$ cat config.mk
export PLATFORM = sky130hd
export DESIGN_NAME = pbuf_dma_chan
export DESIGN_NICKNAME = d
export VERILOG_FILES = /design/src/rtl/pbd_pkg.sv /design/src/rtl/pbd_regs.sv /design/src/rtl/pbd_fsm.sv /design/src/rtl/pbd_xfer.sv /design/src/rtl/pbuf_dma_chan.sv
export SDC_FILE = /design/constraint.sdc
export NUM_CORES = 1
export LEC_CHECK = 0
export BUFFER_PORTS_ARGS = -buffer_cell sky130_fd_sc_hd__buf_2
export CORE_UTILIZATION = 52
export DETAILED_ROUTE_END_ITERATION = 7
export PLACE_DENSITY = 0.76
export SETUP_SLACK_MARGIN = 0.02
export SLEW_MARGIN = 10
export SYNTH_ARGS = -nofsm -noshare
export SYNTH_HDL_FRONTEND = slang
export SYNTH_HIERARCHICAL = 1
export SYNTH_SLANG_ARGS = --single-unit
$ cat constraint.sdc
create_clock -name clk -period 4.5 [get_ports clk]
set_input_delay 0.9 -clock clk [delete_from_list [all_inputs] [get_ports clk]]
set_output_delay 0.9 -clock clk [all_outputs]
set_load 0.02 [all_outputs]
$ cat src/rtl/pbd_pkg.sv
package pbd_pkg;

    typedef enum logic [1:0] {
        CH_IDLE  = 2'd0,
        CH_STALL = 2'd1,
        CH_ON    = 2'd2,
        CH_NEXT  = 2'd3
    } ch_state_t;

    typedef enum logic [1:0] {
        XF_WAIT = 2'd0,
        XF_MEM  = 2'd1,
        XF_ACK  = 2'd2
    } xf_state_t;

    localparam int NSLOT       = 2;
    localparam int A_CTRL      = 'h00;
    localparam int A_INT       = 'h04;
    localparam int A_PORT      = 'h08;
    localparam int A_STAT      = 'h0C;
    localparam int A_REM       = 'h14;
    localparam int A_SLOT0     = 'h20;
    localparam int SLOT_STRIDE = 'h10;

    localparam int B_STALL_EN = 0;
    localparam int B_NFB_EN   = 1;
    localparam int B_ERR_EN   = 3;
    localparam int B_RUN      = 4;
    localparam int ST_LSB     = 4;

endpackage

$ cat src/rtl/pbd_regs.sv
module pbd_regs
    import pbd_pkg::*;
#(
    parameter int AW     = 8,
    parameter int DW     = 32,
    parameter int PORT_W = 4
) (
    input  logic                      clk,
    input  logic                      rst_n,
    input  logic                      wr,
    input  logic                      rd,
    input  logic [AW-1:0]             addr,
    input  logic [DW-1:0]             wdata,
    output logic [DW-1:0]             rdata,
    input  ch_state_t                 st,
    input  logic                      fill_ptr,
    input  logic [DW-1:0]             rem,
    input  logic                      err_hit,
    output logic                      run,
    output logic                      arm,
    output logic [NSLOT-1:0][DW-1:0]  cnt_q,
    output logic [NSLOT-1:0][DW-1:0]  base_q,
    output logic [PORT_W-1:0]         port_q,
    output logic [3:0]                int_flags,
    output logic                      irq
);

    logic [4:0]       ctrl_pend;
    logic [4:0]       ctrl_live;
    logic             err_q;
    logic [NSLOT-1:0] base_hit;

    // staged control: the controller only sees a value after it is read back
    always_ff @(posedge clk or negedge rst_n) begin
        if (!rst_n) begin
            ctrl_pend <= '0;
            ctrl_live <= '0;
        end else begin
            if (wr && addr == AW'(A_CTRL))
                ctrl_pend <= {wdata[B_RUN], wdata[B_ERR_EN], 1'b0,
                              wdata[B_NFB_EN], wdata[B_STALL_EN]};
            if (rd && addr == AW'(A_CTRL))
                ctrl_live <= ctrl_pend;
        end
    end

    always_ff @(posedge clk or negedge rst_n) begin
        if (!rst_n)
            port_q <= '0;
        else if (wr && addr == AW'(A_PORT))
            port_q <= wdata[PORT_W-1:0];
    end

    // error flag: set by a faulted transfer, cleared by writing 1 to its bit
    always_ff @(posedge clk or negedge rst_n) begin
        if (!rst_n)
            err_q <= 1'b0;
        else if (err_hit)
            err_q <= 1'b1;
        else if (wr && addr == AW'(A_INT) && wdata[B_ERR_EN])
            err_q <= 1'b0;
    end

    for (genvar s = 0; s < NSLOT; s++) begin : g_slot
        localparam int CNT_A  = A_SLOT0 + s * SLOT_STRIDE;
        localparam int BASE_A = CNT_A + 4;
        assign base_hit[s] = wr && addr == AW'(BASE_A);
        always_ff @(posedge clk or negedge rst_n) begin
            if (!rst_n) begin
                cnt_q[s]  <= '0;
                base_q[s] <= '0;
            end else begin
                if (wr && addr == AW'(CNT_A))
                    cnt_q[s] <= wdata;
                if (base_hit[s])
                    base_q[s] <= wdata;
            end
        end
    end

    assign run = ctrl_live[4];
    assign arm = base_hit[fill_ptr] && (st == CH_STALL || st == CH_ON);

    assign int_flags = {err_q, 1'b0, st == CH_ON, st == CH_STALL};
    assign irq = (int_flags[B_STALL_EN] && ctrl_live[0]) ||
                 (int_flags[B_NFB_EN]   && ctrl_live[1]) ||
                 (int_flags[B_ERR_EN]   && ctrl_live[3]);

    always_comb begin
        rdata = '0;
        case (addr)
            AW'(A_CTRL):  rdata = DW'({ctrl_pend[4:3], 1'b0, ctrl_pend[1:0]});
            AW'(A_INT):   rdata = DW'(int_flags);
            AW'(A_PORT):  rdata = DW'(port_q);
            AW'(A_STAT):  rdata = DW'({st, 4'b0});
            AW'(A_REM):   rdata = rem;
            AW'(A_SLOT0):                     rdata = cnt_q[0];
            AW'(A_SLOT0 + 4):                 rdata = base_q[0];
            AW'(A_SLOT0 + SLOT_STRIDE):       rdata = cnt_q[1];
            AW'(A_SLOT0 + SLOT_STRIDE + 4):   rdata = base_q[1];
            default:      rdata = '0;
        endcase
    end

endmodule

$ cat src/rtl/pbd_fsm.sv
module pbd_fsm
    import pbd_pkg::*;
(
    input  logic      clk,
    input  logic      rst_n,
    input  logic      run,
    input  logic      arm,
    input  logic      done,
    output ch_state_t st,
    output logic      fill_ptr,
    output logic      act_ptr,
    output logic      load,
    output logic      load_arm
);

    ch_state_t st_nx;

    always_comb begin
        st_nx = st;
        unique case (st)
            CH_IDLE:  if (run) st_nx = CH_STALL;
            CH_STALL: begin
                if (arm)       st_nx = CH_ON;
                else if (!run) st_nx = CH_IDLE;
            end
            CH_ON: begin
                if (done && arm) st_nx = CH_ON;
                else if (done)   st_nx = CH_STALL;
                else if (arm)    st_nx = CH_NEXT;
            end
            CH_NEXT:  if (done) st_nx = CH_ON;
        endcase
    end

    always_ff @(posedge clk or negedge rst_n) begin
        if (!rst_n) st <= CH_IDLE;
        else        st <= st_nx;
    end

    // slot pointers: fill advances on each arm, active on each completion
    always_ff @(posedge clk or negedge rst_n) begin
        if (!rst_n) begin
            fill_ptr <= 1'b0;
            act_ptr  <= 1'b0;
        end else if (st == CH_IDLE) begin
            fill_ptr <= 1'b0;
            act_ptr  <= 1'b0;
        end else begin
            if (arm)  fill_ptr <= ~fill_ptr;
            if (done) act_ptr  <= ~act_ptr;
        end
    end

    always_comb begin
        load_arm = arm && (st == CH_STALL || (st == CH_ON && done));
        load     = load_arm || (st == CH_NEXT && done);
    end

endmodule

$ cat src/rtl/pbd_xfer.sv
module pbd_xfer
    import pbd_pkg::*;
#(
    parameter int DW  = 32,
    parameter int BPX = 4,
    parameter bit RX  = 1'b0
) (
    input  logic          clk,
    input  logic          rst_n,
    input  logic          active,
    input  logic          load,
    input  logic [DW-1:0] load_cnt,
    input  logic [DW-1:0] load_base,
    input  logic          per_req,
    input  logic [DW-1:0] per_rdata,
    input  logic          mem_done,
    input  logic [DW-1:0] mem_rdata,
    input  logic          err_in,
    output logic          mem_req,
    output logic          mem_wr,
    output logic [DW-1:0] mem_addr,
    output logic [DW-1:0] mem_wdata,
    output logic          per_ack,
    output logic [DW-1:0] per_wdata,
    output logic          done,
    output logic [DW-1:0] rem,
    output logic          err_hit
);

    localparam logic [DW-1:0] STEP = DW'(BPX);

    xf_state_t     xf, xf_nx;
    logic [DW-1:0] addr_q;
    logic [DW-1:0] data_q;
    logic          start;
    logic          cap;

    assign start = (xf == XF_WAIT) && per_req && active;

    always_comb begin
        xf_nx = xf;
        unique case (xf)
            XF_WAIT: if (start)    xf_nx = XF_MEM;
            XF_MEM:  if (mem_done) xf_nx = XF_ACK;
            XF_ACK:                xf_nx = XF_WAIT;
            default:               xf_nx = XF_WAIT;
        endcase
    end

    always_ff @(posedge clk or negedge rst_n) begin
        if (!rst_n) xf <= XF_WAIT;
        else        xf <= xf_nx;
    end

    // data word: from the peripheral when receiving, from memory when sending
    assign cap = RX ? start : (xf == XF_MEM && mem_done);

    always_ff @(posedge clk or negedge rst_n) begin
        if (!rst_n)
            data_q <= '0;
        else if (cap)
            data_q <= RX ? per_rdata : mem_rdata;
    end

    always_ff @(posedge clk or negedge rst_n) begin
        if (!rst_n) begin
            rem    <= '0;
            addr_q <= '0;
        end else if (load) begin
            rem    <= load_cnt;
            addr_q <= load_base;
        end else if (xf == XF_ACK) begin
            rem    <= (rem > STEP) ? rem - STEP : '0;
            addr_q <= addr_q + STEP;
        end
    end

    assign mem_req   = (xf == XF_MEM);
    assign mem_wr    = RX;
    assign mem_addr  = addr_q;
    assign mem_wdata = data_q;
    assign per_ack   = (xf == XF_ACK);
    assign per_wdata = data_q;
    assign done      = (xf == XF_ACK) && (rem <= STEP);
    assign err_hit   = err_in && (xf != XF_WAIT);

endmodule

$ cat src/rtl/pbuf_dma_chan.sv
module pbuf_dma_chan
    import pbd_pkg::*;
#(
    parameter int AW     = 8,
    parameter int DW     = 32,
    parameter int PORT_W = 4,
    parameter int BPX    = 4,
    parameter bit RX     = 1'b0
) (
    input  logic              clk,
    input  logic              rst_n,
    input  logic              reg_wr,
    input  logic              reg_rd,
    input  logic [AW-1:0]     reg_addr,
    input  logic [DW-1:0]     reg_wdata,
    output logic [DW-1:0]     reg_rdata,
    output logic              mem_req,
    output logic              mem_wr,
    output logic [DW-1:0]     mem_addr,
    output logic [DW-1:0]     mem_wdata,
    input  logic              mem_done,
    input  logic [DW-1:0]     mem_rdata,
    output logic [PORT_W-1:0] per_sel,
    input  logic              per_req,
    output logic              per_ack,
    output logic [DW-1:0]     per_wdata,
    input  logic [DW-1:0]     per_rdata,
    input  logic              err_in,
    output logic              irq
);

    ch_state_t                st;
    logic                     fill_ptr, act_ptr;
    logic                     run, arm, done, load, load_arm, err_hit;
    logic [DW-1:0]            rem;
    logic [NSLOT-1:0][DW-1:0] cnt_q, base_q;
    logic [3:0]               int_flags;
    logic [DW-1:0]            load_cnt, load_base;
    logic                     ld_slot;

    pbd_regs #(.AW(AW), .DW(DW), .PORT_W(PORT_W)) u_regs (
        .clk(clk), .rst_n(rst_n),
        .wr(reg_wr), .rd(reg_rd), .addr(reg_addr), .wdata(reg_wdata),
        .rdata(reg_rdata),
        .st(st), .fill_ptr(fill_ptr), .rem(rem), .err_hit(err_hit),
        .run(run), .arm(arm), .cnt_q(cnt_q), .base_q(base_q),
        .port_q(per_sel), .int_flags(int_flags), .irq(irq)
    );

    pbd_fsm u_fsm (
        .clk(clk), .rst_n(rst_n),
        .run(run), .arm(arm), .done(done),
        .st(st), .fill_ptr(fill_ptr), .act_ptr(act_ptr),
        .load(load), .load_arm(load_arm)
    );

    // an arm loads the slot being written (base arrives this cycle);
    // a hand-over loads the slot behind the one just finished
    assign ld_slot   = load_arm ? fill_ptr : ~act_ptr;
    assign load_cnt  = cnt_q[ld_slot];
    assign load_base = load_arm ? reg_wdata : base_q[ld_slot];

    pbd_xfer #(.DW(DW), .BPX(BPX), .RX(RX)) u_xfer (
        .clk(clk), .rst_n(rst_n),
        .active(st == CH_ON || st == CH_NEXT),
        .load(load), .load_cnt(load_cnt), .load_base(load_base),
        .per_req(per_req), .per_rdata(per_rdata),
        .mem_done(mem_done), .mem_rdata(mem_rdata), .err_in(err_in),
        .mem_req(mem_req), .mem_wr(mem_wr), .mem_addr(mem_addr),
        .mem_wdata(mem_wdata), .per_ack(per_ack), .per_wdata(per_wdata),
        .done(done), .rem(rem), .err_hit(err_hit)
    );

endmodule

==> flow_summary.yaml, run 1 <==
critical_path:
  cp_cell_sequence: "ha_1 -> or3b_2 -> a211oi_1 -> nand2_1 -> nor2_1 -> buf_4 -> mux2_4 -> nand2_2 -> nand2_4 -> inv_1 -> nand3_1 -> o21ai_0 -> a2111oi_0"
  path_delay_family: "simple AND/OR/NAND/NOR gates"
  r2r_end: "u_xfer/rem[7]"
  crit_required_ns: 4.87
  cp_slowest_cell: "a2111oi_0"
  reg2regPathDepth: 13
  crit_fanout: 26
  cp-startpoint: "u_xfer/rem[2]"
  path_class: "reg -> reg"
  timing.reg2reg.setup_slack_ns: 0.52
  critPathCaptureType: "flop"
  slowest_delay_ns: 0.54
  reg2reg_from: "u_xfer/rem[2]"
  cp-start-kind: "flop"
  arrival_ns: 4.35
  crit_buf_inv: 2
grt:
  grt_usage: 0.2788
  grt_max_degree: 93
  grt_pass1_vias: 10771
  antenna_found_initial: 0
  grt_pass1_wl_um: 57970
  overflow: 0
finish:
  layout.nets: 1549
  drive_above_1_share: 0.3125
  syn_to_final_growth_pct: 15.13
  final_cell_count_no_fill: 1783
  stdcell_area_um2: 15370
  fillers: 2073
  diodes: 0
yosys:
  syn_inst: 1279
  yosysWarnings: 6
  syn_area_um2: 13350
  synth.net_count: 1395
  syn_avg_cell_area_um2: 10.44
clocking:
  cts_resized: 0
  clkSinkCount: 243
  clockBufferDepth: 3
  post_cts_buffers: 0
  root_buffer: "clkbuf_16"
  clkTransAtPathRegs_ns: 0.07
  cts_hold_buf: 0
  htree_levels: 1
  clk_latency_ns: 0.55
  cts_tree: "yes"
  cts_buffers: 28
detailed_routing:
  routed_wl_um: 36540
  drt.antenna.violating_nets: 0
  first_iter_violations: 925
  vias: 10825
  wire_per_inst_um: 20.49
  detail_route.first_pass.iterations: 5
  vias_per_cell: 6.071
  drc: 0
power:
  p_leak_uw: 0.007161
  vdd_drop_max_v: 0.0002235
  p_per_area_nw_per_um2: 315.0
  power_uw: 4842
outcome:
  outcome: "finished, final reports clean"
timing:
  fin_tns_setup_ns: 0
  tightest_slew_ns: 1.100
  hold_viol: 0
  period_needed_ns: 3.984
  holdWs_ns: 0.3582
  clock_skew_ns: 0.02823
  slew_headroom: 0.2608
  fmax_mhz: 251.0
  rsz0062_at_grt: "false"
  drv_slew: 0
  setup_violations: 0
  finalCritPeriodShare: 0.8853
floorplan:
  start_util: 0.5302
  fp.dieW_um: 162.2
  ios: 247
  core_um2: 25180
  rows: 58
  die_h_um: 162.2
  fp.dieArea_um2: 26320
placed_design:
  postPlaceCellArea_um2: 14450
  detailed_place_hpwl_um: 24950
  dp.cells: 1733
  port-buffer-count: 213
  gp_congestion: 0.8789
run:
  cap_violations: 0
min_path:
  hp-class: "in -> async"
## cell type report
| class | instances | area [um^2] | share of cell area |
|---|---|---|---|
| inverters | 16 | 60.06 | 0.003908 |
| multi-input cells | 903 | 6588 | 0.4286 |
| clock inverters | 10 | 120.1 | 0.007815 |
| flip-flops and latches | 243 | 6082 | 0.3957 |
| repair buffers | 241 | 1311 | 0.08531 |
| clock buffers | 40 | 795.8 | 0.05177 |
| well taps | 330 | 412.9 | 0.02686 |
## metrics by stage
step / util / worst slack, ns
5_1_grt: 0.6104 / 0.3606
2_1_floorplan: - / 0.7183
4_1_cts: 0.6104 / 0.6260
3_3_place_gp: 0.5740 / 0.6754
6_report: 0.6104 / 0.5161
3_5_place_dp: 0.5740 / 0.5539
## how the worst max path moves through the flow
| stage | cells after the start | to |
|---|---|---|
| floorplan | 15 | u_xfer/rem[0] |
| global placement | 12 | u_xfer/rem[13] |
| detailed placement | 11 | u_xfer/rem[12] |
| CTS | 11 | u_xfer/rem[12] |
| global route | 11 | u_xfer/rem[12] |
| finish | 13 | u_xfer/rem[7] |
## power by group
group,total [uW],switching (uW),internal (uW)
registers,2290,46.4,2250
clock network,2250,906,1340
logic,301,178,123
## cell usage in the layout, fill, tap and decap left out, types with 4 or more instances in the layout
cell / instances
clkbuf_8: 5
nand2_1: 210
clkbuf_16: 28
nand4_1: 10
a221oi_1: 28
xor2_1: 16
a211oi_1: 28
buf_2: 212
o21ai_0: 82
dfrtp_1: 242
inv_1: 16
nor3_1: 12
mux2_2: 146
xnor2_1: 31
nor2_1: 30
o31ai_1: 12
buf_4: 26
clkinv_2: 4
and4_1: 6
and2_1: 7
or2_2: 4
a21oi_1: 8
mux2i_1: 40
mux2_1: 61
clkbuf_1: 7
a22oi_1: 32
ha_1: 5
nor4_1: 17
nand3_1: 19
o311ai_0: 4
a32oi_1: 5
or3_1: 9
or4_1: 9
and3_1: 13
## state kept, by name (all words and copies together) (netlist names)
register          flops
u_fsm/fill_ptr        1
u_regs/ctrl_pend      4
u_xfer/mem_wdata     32
u_regs/ctrl_live      4
u_fsm/act_ptr         1
u_regs/port_q         4
u_xfer/mem_addr      32
u_regs/base_q        64
u_xfer/xf             2
u_regs/err_q          1
u_fsm/st              2
u_xfer/rem           32
u_regs/cnt_q         64
## routing by layer
layer,vias to the layer above,global-route usage,wire [um]
li1,4919,-,-
met1,5344,0.3719,15210
met2,490,0.4697,17740
met3,72,0.04648,2786
met4,0,0.07247,796
met5,-,0,0
No activity file was read; power rests on OpenSTA's default activity.
==> inputs of run 2 (changes only) <==
Settings changed: PLACE_DENSITY 0.76 to 0.75.
==> flow_summary.yaml, run 2 (synthesis gave the netlist of run 1 again) <==
clocking:
  clk_latency_ns: 0.54
  post_cts_buffers: 0
  clockBufferDepth: 3
  cts_resized: 0
  cts_tree: "yes"
  cts_hold_buf: 0
  htree_levels: 1
  clkTransAtPathRegs_ns: 0.06
  cts_buffers: 27
  clkSinkCount: 243
  root_buffer: "clkbuf_16"
critical_path:
  critPathCaptureType: "flop"
  slowest_delay_ns: 0.61
  cp_slowest_cell: "o21ai_1"
  path_class: "reg -> reg"
  path_delay_family: "simple AND/OR/NAND/NOR gates"
  arrival_ns: 4.40
  crit_buf_inv: 2
  crit_fanout: 27
  cp-start-kind: "flop"
  crit_required_ns: 4.87
  cp_cell_sequence: "or4_1 -> nor4_1 -> nand2_1 -> nor2_1 -> buf_4 -> mux2_4 -> nand2_2 -> nand2_4 -> inv_1 -> o21ai_1 -> o21ai_0"
timing:
  setup_violations: 0
  finalCritPeriodShare: 0.8957
  hold_viol: 0
  tightest_slew_ns: 1.136
  clock_skew_ns: 0.01361
  period_needed_ns: 4.031
  slew_headroom: 0.2369
  rsz0062_at_grt: "false"
  fin_tns_setup_ns: 0
  drv_slew: 0
  fmax_mhz: 248.1
  setup_ws_ns: 0.4694
detailed_routing:
  vias_per_cell: 6.081
  detail_route.first_pass.iterations: 5
  vias: 10831
  drt.antenna.violating_nets: 0
  drc: 0
  first_iter_violations: 948
  routed_wl_um: 36200
  wire_per_inst_um: 20.33
grt:
  overflow: 0
  grt_max_degree: 85
  grt_pass1_wl_um: 57300
  grt_usage: 0.2751
  grt_pass1_vias: 10458
  antenna_found_initial: 0
finish:
  syn_to_final_growth_pct: 14.90
  layout_top_registers: "u_regs/base_q (64), u_regs/cnt_q (64)"
  drive_above_1_share: 0.3103
  final_util: 0.6092
  layout.nets: 1547
  layout_commonest_cell: "dfrtp_1"
  final_cell_mix: "dfrtp_1, buf_2, nand2_1"
power:
  p_leak_uw: 0.007139
  vdd_drop_max_v: 0.0003078
  power_uw: 4805
  p_per_area_nw_per_um2: 313.3
outcome:
  outcome: "finished, final reports clean"
placed_design:
  preCtsSetupSlack_ns: 0.4625
  detailed_place_hpwl_um: 24690
  gp_congestion: 0.8895
  port-buffer-count: 213
floorplan:
  ios: 247
  core_um2: 25180
  rows: 58
  start_util: 0.5302
  fp.dieW_um: 162.2
  fp.dieArea_um2: 26320
  die_h_um: 162.2
min_path:
  hp-class: "in -> async"
run:
  cap_violations: 0
==> run 2: area by class of cell <==
type	count	area, um^2
well taps	330	412.9
fillers	2143	9842
flip-flops and latches	243	6082
clock inverters	6	88.84
clock buffers	42	802.0
repair buffers	240	1304
diodes	1	2.502
inverters	16	60.06
multi-input cells	903	6588
==> run 2: worst reg2reg max path, cell delays in order (launching register included) <==
cell and delay (ns):
dfrtp_1 0.49, or4_1 0.59, nor4_1 0.48, nand2_1 0.11
nor2_1 0.16, buf_4 0.26, mux2_4 0.19, nand2_2 0.07
nand2_4 0.29, inv_1 0.36, o21ai_1 0.61, o21ai_0 0.26
==> run 2: routing by layer <==
| layer | wire length (um) | global-route usage | up-vias |
|---|---|---|---|
| li1 | - | - | 4902 |
| met2 | 17000 | 0.4437 | 503 |
| met5 | 0 | 0 | - |
| met4 | 766 | 0.07847 | 0 |
| met1 | 15660 | 0.3845 | 5367 |
| met3 | 2783 | 0.04137 | 59 |
==> run 2: worst paths after layout <==
check                                     from  depth (start not counted)  slack, ns                  end
min in group clk                  u_xfer/xf[1]                          1       0.48         u_xfer/xf[0]
worst min-delay path                     rst_n                          1       0.32  u_xfer/mem_addr[24]
worst max register to register  u_xfer/rem[18]                         11       0.47       u_xfer/rem[13]
worst min register to register    u_xfer/xf[1]                          1       0.48         u_xfer/xf[0]
worst max-delay path            u_xfer/rem[18]                         11       0.47       u_xfer/rem[13]
max in group asynchronous                rst_n                          2       3.15  u_xfer/mem_wdata[1]
==> run 2: power by group <==
group          switching [uW]  total [uW]  leakage (uW)  internal, uW
combinational             179         301       0.00354           123
clock                     880        2210      0.000430          1330
sequential               46.1        2290       0.00317          2250
total                    1100        4810       0.00714          3700
==> run 2: stage by stage <==
step	cell area [um^2]	instances	hold WS (ns)
after floorplan	13350	1279	0.4446
final	15340	1781	0.3209
after global routing	15340	1780	0.3507
after global placement	14450	1732	0.4713
after detailed placement	14450	1732	0.4733
after CTS	15340	1780	0.3192
==> inputs of run 3 (changes only) <==
==> constraint.sdc (replaced) <==
create_clock -name clk -period 4.5 [get_ports clk]
set_input_delay 0.45 -clock clk [delete_from_list [all_inputs] [get_ports clk]]
set_output_delay 0.45 -clock clk [all_outputs]
set_load 0.02 [all_outputs]
==> flow_summary.yaml, run 3 (synthesis gave the netlist of run 1 again) <==
clocking:
  cts_buffers: 27
  post_cts_buffers: 0
  cts_resized: 0
  cts_hold_buf: 0
  cts_tree: "yes"
  root_buffer: "clkbuf_16"
  htree_levels: 1
  clk_latency_ns: 0.54
  clockBufferDepth: 3
  clkSinkCount: 243
  clkTransAtPathRegs_ns: 0.06
floorplan:
  fp.dieArea_um2: 26320
  die_h_um: 162.2
  ios: 247
  rows: 58
  core_um2: 25180
  fp.dieW_um: 162.2
  start_util: 0.5302
timing:
  holdWs_ns: -0.02425
  fin_tns_setup_ns: 0
  clock_skew_ns: 0.02375
  finalCritPeriodShare: 0.8607
  rsz0062_at_grt: "false"
  setup_violations: 0
  slew_headroom: 0.2607
  drv_slew: 0
  period_needed_ns: 3.873
  tightest_slew_ns: 1.100
  fmax_mhz: 258.2
  hold_viol: 9
finish:
  final_cell_mix: "dfrtp_1, buf_2, nand2_1"
  diodes: 0
  final_cell_count_no_fill: 1782
  drive_above_1_share: 0.3106
  syn_to_final_growth_pct: 14.89
  regArea_um2: 6082
  layout.nets: 1548
  fillers: 2145
  multiInputGateArea_um2: 6588
  layout_commonest_cell: "dfrtp_1"
  layout_top_registers: "u_regs/base_q (64), u_regs/cnt_q (64)"
placed_design:
  detailed_place_hpwl_um: 24200
  port-buffer-count: 213
  dp.cells: 1733
  gp_congestion: 0.8644
outcome:
  outcome: "finished, violations left"
  violations: "hold timing"
critical_path:
  slowest_delay_ns: 0.55
  cp_cell_sequence: "inv_1 -> ha_1 -> or3b_2 -> a211oi_1 -> nand2_1 -> nor2_1 -> buf_4 -> mux2_4 -> nand2_2 -> nand2_4 -> inv_1 -> o21ai_1 -> o21ai_0"
  arrival_ns: 4.24
  cp_slowest_cell: "o21ai_1"
  critPathCaptureType: "flop"
  crit_fanout: 19
  path_class: "reg -> reg"
  crit_buf_inv: 3
  cp-start-kind: "flop"
  crit_required_ns: 4.86
  crit_top_cell: "inv_1"
  path_delay_family: "compound AO/OA/AOI/OAI gates"
grt:
  grt_usage: 0.2749
  grt_pass1_wl_um: 57300
  antenna_found_initial: 0
  overflow: 0
  grt_pass1_vias: 10505
  grt_max_degree: 111
detailed_routing:
  drt.antenna.violating_nets: 0
  first_iter_violations: 981
  vias: 10729
  wire_per_inst_um: 20.30
  detail_route.first_pass.iterations: 5
  vias_per_cell: 6.021
  drc: 0
  routed_wl_um: 36180
min_path:
  hp-class: "in -> async"
power:
  p_leak_uw: 0.007154
  vdd_drop_max_v: 0.0002240
  p_per_area_nw_per_um2: 314.6
run:
  cap_violations: 0
-- run 3: power by group --
part / internal, uW / switching [uW] / total (uW)
clock network: 1360 / 877 / 2240
logic: 122 / 178 / 300
registers: 2250 / 45.0 / 2290
-- run 3: per-layer routing --
layer  vias up  track usage  wire (um)
li1       4914            -          -
met1      5297       0.3813      15820
met2       450       0.4481      16990
met3        68      0.03907       2505
met4         0      0.07890        863
met5         -            0          0
-- run 3: through the flow --
| step | area (um^2) | worst slack, ns | total power (uW) | util |
|---|---|---|---|---|
| after global routing | 15340 | 0.4248 | 4994 | 0.6091 |
| after global placement | 14440 | 0.8378 | 2616 | 0.5735 |
| after detailed placement | 14440 | 0.7669 | 2629 | 0.5735 |
| final | 15340 | 0.6267 | 4826 | 0.6091 |
| after CTS | 15340 | 0.7262 | 4860 | 0.6091 |
| after floorplan | 13350 | 0.7183 | 2469 | - |
-- run 3: path summary, 6_finish.rpt --
check / to / slack [ns] / startpoint / cells past startpoint
setup / recovery: u_xfer/rem[11] / 0.63 / u_xfer/rem[3] / 13
hold / removal: u_regs/base_q[26] / -0.02 / rst_n / 1
setup reg to reg: u_xfer/rem[11] / 0.63 / u_xfer/rem[3] / 13
hold reg to reg: u_xfer/xf[0] / 0.49 / u_xfer/xf[1] / 1
max in group asynchronous: u_xfer/rem[30] / 3.44 / rst_n / 2
min in group clk: u_xfer/mem_wdata[5] / 0.10 / mem_rdata[5] / 3
-- run 3: final cells by class --
cell class	instances	area share
Tap cell	330	0.02692
Timing Repair Buffer	241	0.08467
Multi-Input combinational cell	903	0.4295
Inverter	16	0.003915
Clock inverter	8	0.007749
Clock buffer	41	0.05074
Sequential cell	243	0.3965
-- run 3: worst reg2reg max path, cell delays in order, from the launching register on --
cell and delay [ns]:
dfrtp_1 0.46, inv_1 0.11, ha_1 0.14, or3b_2 0.49
a211oi_1 0.42, nand2_1 0.10, nor2_1 0.15, buf_4 0.27
mux2_4 0.20, nand2_2 0.07, nand2_4 0.21, inv_1 0.31
o21ai_1 0.55, o21ai_0 0.23
